## config.mk

```make
export PLATFORM = sky130hd
export DESIGN_NAME = lin_bittime_reg
export DESIGN_NICKNAME = d
export VERILOG_FILES = /design/src/rtl/lbt_pkg.sv /design/src/rtl/lbt_wr_qual.sv /design/src/rtl/lbt_resync_gate.sv /design/src/rtl/lin_bittime_reg.sv
export SDC_FILE = /design/constraint.sdc
export NUM_CORES = 1
export LEC_CHECK = 0
export BUFFER_PORTS_ARGS = -buffer_cell sky130_fd_sc_hd__buf_2
export CORE_AREA = 4 4 41 43
export DETAILED_ROUTE_END_ITERATION = 16
export DIE_AREA = 0 0 45 47
export GPL_TIMING_DRIVEN = 0
export PLACE_DENSITY = 0.66
export SLEW_MARGIN = 15
export SYNTH_ARGS = -nofsm -noshare
export SYNTH_HDL_FRONTEND = slang
export SYNTH_SLANG_ARGS = --single-unit
```

## constraint.sdc

```tcl
create_clock -name clk -period 1.4 [get_ports clk]
set_input_delay 0.07 -clock clk [delete_from_list [all_inputs] [get_ports clk]]
set_output_delay 0.07 -clock clk [all_outputs]
set_load 0.005 [all_outputs]
```

## src/rtl/lbt_pkg.sv

```systemverilog
package lbt_pkg;
  localparam int unsigned LBT_DIV_W = 6;

  // Raise a divisor to a floor value
  function automatic logic [LBT_DIV_W-1:0] lbt_floor(
    input logic [LBT_DIV_W-1:0] val,
    input logic [LBT_DIV_W-1:0] lim
  );
    return (val < lim) ? lim : val;
  endfunction
endpackage

```

## src/rtl/lbt_wr_qual.sv

```systemverilog
module lbt_wr_qual
  import lbt_pkg::*;
#(
  parameter int unsigned DIV_W   = LBT_DIV_W,
  parameter int unsigned DIV_DEF = 32,
  parameter int unsigned DIV_MIN = 8
) (
  input  logic             wr_en,
  input  logic             ctrl_en,
  input  logic             wr_dis,
  input  logic [DIV_W-1:0] wr_div,
  output logic             wr_take,
  output logic             wr_flag,
  output logic [DIV_W-1:0] wr_val
);
  localparam logic [DIV_W-1:0] DEF_V = DIV_W'(DIV_DEF);
  localparam logic [DIV_W-1:0] MIN_V = DIV_W'(DIV_MIN);

  always_comb begin
    wr_take = wr_en & ~ctrl_en;
    wr_flag = wr_dis;
    wr_val  = wr_dis ? lbt_floor(wr_div, MIN_V) : DEF_V;
  end
endmodule

```

## src/rtl/lbt_resync_gate.sv

```systemverilog
module lbt_resync_gate
  import lbt_pkg::*;
#(
  parameter int unsigned DIV_W   = LBT_DIV_W,
  parameter int unsigned DIV_MIN = 8
) (
  input  logic             dis_q,
  input  logic             is_master,
  input  logic             sync_vld,
  input  logic [DIV_W-1:0] sync_div,
  output logic             rs_allow,
  output logic             rs_take,
  output logic [DIV_W-1:0] rs_val
);
  localparam logic [DIV_W-1:0] MIN_V = DIV_W'(DIV_MIN);

  always_comb begin
    rs_allow = ~dis_q & ~is_master;
    rs_take  = rs_allow & sync_vld;
    rs_val   = lbt_floor(sync_div, MIN_V);
  end
endmodule

```

## src/rtl/lin_bittime_reg.sv

```systemverilog
module lin_bittime_reg
  import lbt_pkg::*;
#(
  parameter int unsigned DIV_W   = LBT_DIV_W,
  parameter int unsigned DIV_DEF = 32,
  parameter int unsigned DIV_MIN = 8
) (
  input  logic             clk,
  input  logic             rst_n,
  input  logic             ctrl_en,
  input  logic             is_master,
  input  logic             wr_en,
  input  logic             wr_dis,
  input  logic [DIV_W-1:0] wr_div,
  input  logic             rsp_end,
  input  logic             sync_vld,
  input  logic [DIV_W-1:0] sync_div,
  output logic [DIV_W-1:0] bit_div,
  output logic             resync_en
);
  localparam logic [DIV_W-1:0] DEF_V = DIV_W'(DIV_DEF);

  logic             div_ce, dis_ce;
  logic [DIV_W-1:0] div_q, div_d;
  logic             dis_q, dis_d;
  logic             wr_take, wr_flag, rs_allow, rs_take;
  logic [DIV_W-1:0] wr_val, rs_val;

  lbt_wr_qual #(.DIV_W(DIV_W), .DIV_DEF(DIV_DEF), .DIV_MIN(DIV_MIN)) u_wr (
    .wr_en   (wr_en),
    .ctrl_en (ctrl_en),
    .wr_dis  (wr_dis),
    .wr_div  (wr_div),
    .wr_take (wr_take),
    .wr_flag (wr_flag),
    .wr_val  (wr_val)
  );

  lbt_resync_gate #(.DIV_W(DIV_W), .DIV_MIN(DIV_MIN)) u_rs (
    .dis_q     (dis_q),
    .is_master (is_master),
    .sync_vld  (sync_vld),
    .sync_div  (sync_div),
    .rs_allow  (rs_allow),
    .rs_take   (rs_take),
    .rs_val    (rs_val)
  );

  // Next state: write, then end of response, then resync
  always_comb begin
    div_ce = 1'b0;
    dis_ce = 1'b0;
    div_d  = div_q;
    dis_d  = dis_q;
    if (wr_take) begin
      div_ce = 1'b1;
      dis_ce = 1'b1;
      div_d  = wr_val;
      dis_d  = wr_flag;
    end else if (rsp_end && !dis_q) begin
      div_ce = 1'b1;
      div_d  = DEF_V;
    end else if (rs_take) begin
      div_ce = 1'b1;
      div_d  = rs_val;
    end
  end

  always_ff @(posedge clk or negedge rst_n) begin
    if (!rst_n) begin
      div_q <= DEF_V;
    end else if (div_ce) begin
      div_q <= div_d;
    end
  end

  always_ff @(posedge clk or negedge rst_n) begin
    if (!rst_n) begin
      dis_q <= 1'b0;
    end else if (dis_ce) begin
      dis_q <= dis_d;
    end
  end

  assign bit_div   = div_q;
  assign resync_en = rs_allow;
endmodule

```

### Word-level counts from Yosys, hierarchy flattened

Cells that the tools add are included.

| word-level totals | value |
|---|---|
| latch bits | 0 |
| bits in writable memories | 0 |
| memories | 0 |
| word-level logic and storage cells | 25 |
| bits in read-only memories | 0 |
| input port bits | 20 |
| flip-flop bits (word level) | 7 |
| output and inout port bits | 7 |

| cells by class | value |
|---|---|
| equal/unequal tests | 0 |
| muxes and demuxes | 10 |
| reduce and logical (&&, ||, !) cells | 5 |
| shift-type cells | 0 |
| $mul | 0 |
| $add $sub $neg | 0 |
| $lt $le $gt $ge | 2 |
| bitwise operators | 6 |
| div/mod/pow operators | 0 |

Operators by type and width:

| cell | count |
|---|---|
| 6-bit two-way mux | 6 |
| 6-bit by 4-bit < comparator with 1-bit output (second input constant) | 2 |
| 1-bit two-way mux | 4 |
| 2-bit AND reduction | 2 |
| 1-bit AND | 3 |
| 1-bit NOT | 3 |
| 3-bit nonzero test | 1 |
| 1-bit logical AND | 1 |
| 1-bit zero test | 1 |

### Longest topological paths before layout

| logic depth | value |
|---|---|
| word-level depth | 7 |
| depth in mapped cells | 4 |
| mapped depth without buffers | 3 |

### Modules after synthesis

A second synthesis with hierarchy kept.

| second synthesis, totals | value |
|---|---|
| cell total of the unflattened synthesis | 55 |
| area, all modules | 508.0 um^2 |

By module, submodules not included:

| module | cells an instance | sequential area each (um^2) | times used | area each (um^2) |
|---|---|---|---|---|
| lin_bittime_reg | 37 | 176.4 | 1 | 391.6 |
| lbt_wr_qual | 10 | 0.0 | 1 | 63.8 |
| lbt_resync_gate | 8 | 0.0 | 1 | 52.6 |

### Worst setup path before layout

OpenSTA, ideal clock, no wires.

| timing | value |
|---|---|
| path kind | register to register |
| start point | register dis_q |
| end point | register div_q[5] (netlist: bit_div[5]) |
| path buffers | 1 |
| stages on the path, launching flop included | 5 |
| setup time | 0.082 ns |
| arrival time | 1.279 ns |
| setup slack | 0.039 ns |
| clock period less this slack | 1.361 ns |
| data required time | 1.318 ns |
| cell sequence | dfrtp_1 nor3b_2 or3_1 buf_2 mux2_4 |

| between the ends | value |
|---|---|
| longest elaborated chain between the ends | 7 |
| elaborated cells on any way between the ends | 12 |
| those cells by class | 5 x mux; 3 x bitwise; 4 x reduce/logical |

RTL lines:

| element | line | source |
|---|---|---|
| start, declared | lin_bittime_reg.sv:25 | `logic dis_q, dis_d;` |
| start signal, assigned | lin_bittime_reg.sv:81 | `dis_q <= dis_d;` |
| 1-bit NOT | lbt_resync_gate.sv:18 | `rs_allow = ~dis_q & ~is_master;` |
| 1-bit AND | lbt_resync_gate.sv:18 |  |
| 1-bit AND | lbt_resync_gate.sv:19 | `rs_take = rs_allow & sync_vld;` |
| 1-bit two-way mux | lin_bittime_reg.sv:63 | `end else if (rs_take) begin` |
| 1-bit two-way mux | lin_bittime_reg.sv:60 | `end else if (rsp_end && !dis_q) begin` |
| 1-bit two-way mux | lin_bittime_reg.sv:55 | `if (wr_take) begin` |
| 2-bit AND reduction (no source line) | - |  |
| end signal, assigned | lin_bittime_reg.sv:73 | `div_q <= div_d;` |
| end, declared | lin_bittime_reg.sv:24 | `logic [DIV_W-1:0] div_q, div_d;` |

Several ways; a longest one is shown, not always the timed one.
A chain may end at the register's enable or synchronous reset.

### Worst setup path in the final report

Ends and elaborated chain as after synthesis.

==> flow_summary.toml <==
[status]
status = "complete, no violations"

[synth]
synth_top_area_cell = "dfrtp_1"
ys_seq_area_share_pct = 42.0
synth_nets = 65
yosys-top-cells-area = "dfrtp_1 (36%), nand4_1 (8.9%), a31oi_1 (7.4%), nor4_1 (7.4%), dfstp_2 (6.3%)"
yosys.cell_types.count = 20
synth_common_cells = "dfrtp_1 (6), nand4_1 (6), a31oi_1 (5), nor4_1 (5)"
yosysTopAreaCellShare_pct = 35.7
async_flop_share_pct = 100
yosys_most_used_dff = "dfrtp_1"
synth-edff-count = 0
synth_cells = 45
yosysWarnings = 0
syn_area_per_cell_um2 = 9.34
synth-seq-cells = 7
syn_area_um2 = 420

[route]
drtIter0Drc = 11
drtAntennaViolNets = 0
wl_per_cell_um = 13.2
dr.pass1.iters = 4
vias = 495
vias_per_cell = 5.27
drc = 0
drt_wl_total_um = 1240

[clock_network]
ctsRootBufferMaster = "clkbuf_4"
cts_made_buffers = 3
clock_sinks = 7
clk_pin_slew_ns = 0.05
clk_latency_ns = 0.25
clk_path_buf_depth = 2
cts_tree = "done"
cts-htree-levels = 1

[critical_path]
path_buf_inv = 1
r2r-start = "dis_q"
r2r_cells = 4
arrival_ns = 1.55
cp.required_ns = 1.58
crit_path_top_delay_cell = "dfrtp_2"
path_cells = "nor2b_4, or3_1, buf_6, mux2_4"
worstSetupPathType = "register to register"
crit_path_start_kind = "register"
r2r_setup_slack_ns = 0.03
cpPeakStageDelay_ns = 0.43
cp_top_family = "flip-flops"
r2r-end = "bit_div[5]"
end_kind = "register"
critical_path_peak_fanout = 6

[power_and_ir_drop]
swShare_pct = 29.0
total_power_w = 0.000651
p_leak_nw = 0.304
ir_drop_mv = 0.472
pwr-share-comb_pct = 30.7
p_switching_w = 0.000189
p_seq_share_pct = 41.1
power_frac_clock_pct = 28.2
p_int_w = 0.000462
powerDensity_mw_per_mm2 = 1010

[placed_design]
io_buffer_count = 26
place_congestion = 0.755
place_hpwl_um = 979

[layout]
nets = 100
area_delta_synth_final_pct = 53.9
drive_gt1_share_pct = 48.1
antenna_cells = 0

[timing]
worstMarginPinSlew_ns = 0.417
clock.fmax_mhz = 729
finClkSkew_ns = 0.00515
setup-violations-final = 0
hold_viol_final = 0
finalCritPeriodShare_pct = 98.0
whs_ns = 0.101
maxSlewHeadroom_pct = 72.2
drv_slew = 0
min_period_ns = 1.37

[floorplanning]
num_rows = 13
start_util_pct = 32.3
die_w_um = 45
die_h_um = 47
dieArea_mm2 = 0.00212
coreArea_mm2 = 0.00130
io_pins = 27

[global_routing]
gr-total-overflow = 0
grt_pass1_wl_um = 1840
antenna_found_initial = 0
grt_pass1_vias = 425
grt_max_degree = 11
grt_usage_pct = 12.4

[hold_path]
holdPathEnd = "bit_div[2]"
min_path_cells = 3
min_from = "sync_div[2]"
hp-class = "primary input to register"

[job]
max-cap-violations = 0
power groups by stage:
stage               logic (W)  registers [W]  clock network (W)
CTS                  0.000189       0.000269           0.000190
floorplan           0.0000870       0.000270                  0
detailed placement   0.000179       0.000269                  0
finish               0.000200       0.000267           0.000184
global placement     0.000175       0.000267                  0
global route         0.000221       0.000275           0.000201
routing by layer:
layer | global-route usage (%) | vias to the layer above | share of wire, %
met5 | 0 | - | 0
met4 | 8.77 | 0 | 0
met3 | 1.92 | 0 | 8.0
met2 | 19.8 | 19 | 48
met1 | 15.2 | 227 | 44
li1 | - | 249 | -
stage by stage:
step           setup slack (ns)  utilization, %  setup TNS (ns)  cell area, um^2  instances
2_1_floorplan            0.0388               -               0              420         45
3_3_place_gp             -0.113            43.8          -0.113              569         86
3_5_place_dp             -0.103            43.8          -0.103              569         86
4_1_cts                  0.0149            48.1               0              626         92
5_1_grt               -0.000824            49.7       -0.000824              647         94
6_report                 0.0277            49.7               0              647         94
area by class of cell:
type	instances	area, um^2
fill	129	654
multi-input combinational	36	246
sequential	7	178
timing repair buffer	30	163
clock buffer	4	26.3
tap	15	18.8
buffer	2	15.0
cell families after synthesis:
group / synth area share (%)
flops: 42.0
mux: 3.57
buf+inv: 2.08
compound gates: 13.4
simple gates: 39.0
sequential cells by signal, summed over array words and instances, names as in the netlist:
name,count
dis_q,1
bit_div,6
worst min-delay path, stage by stage:
cell     delay (ns)
buf_2          0.10
nand4_1        0.07
a31oi_1        0.07
worst max path at each step:
stage               startpoint    endpoint  slack (ns)  depth (start not counted)
finish                   dis_q  bit_div[5]        0.03                          4
global route             dis_q  bit_div[5]     -0.0008                          4
CTS                      dis_q  bit_div[5]        0.01                          4
detailed placement       dis_q  bit_div[5]       -0.10                          4
global placement         dis_q  bit_div[5]       -0.11                          4
floorplan                dis_q  bit_div[5]        0.04                          4
placed cells by master, fill, tap and decap left out, types with 2 or more instances in the layout:
cell type / instances
nor4_1: 5
nand3_1: 2
clkbuf_4: 3
clkbuf_1: 2
nand2b_1: 2
buf_4: 3
nand2_1: 2
dfrtp_1: 5
nand4_1: 6
or3_1: 3
nor2_1: 3
buf_2: 26
a31oi_1: 5
repair_timing:
item,in CTS,in global routing
setup endpoints to repair,1,1
setup buffers,1,2
hold buffers,1,0
pin swaps,1,0
gates resized for setup,3,2
hold endpoints to repair,7,0
Note: power is estimated with default switching activity, not from simulation.
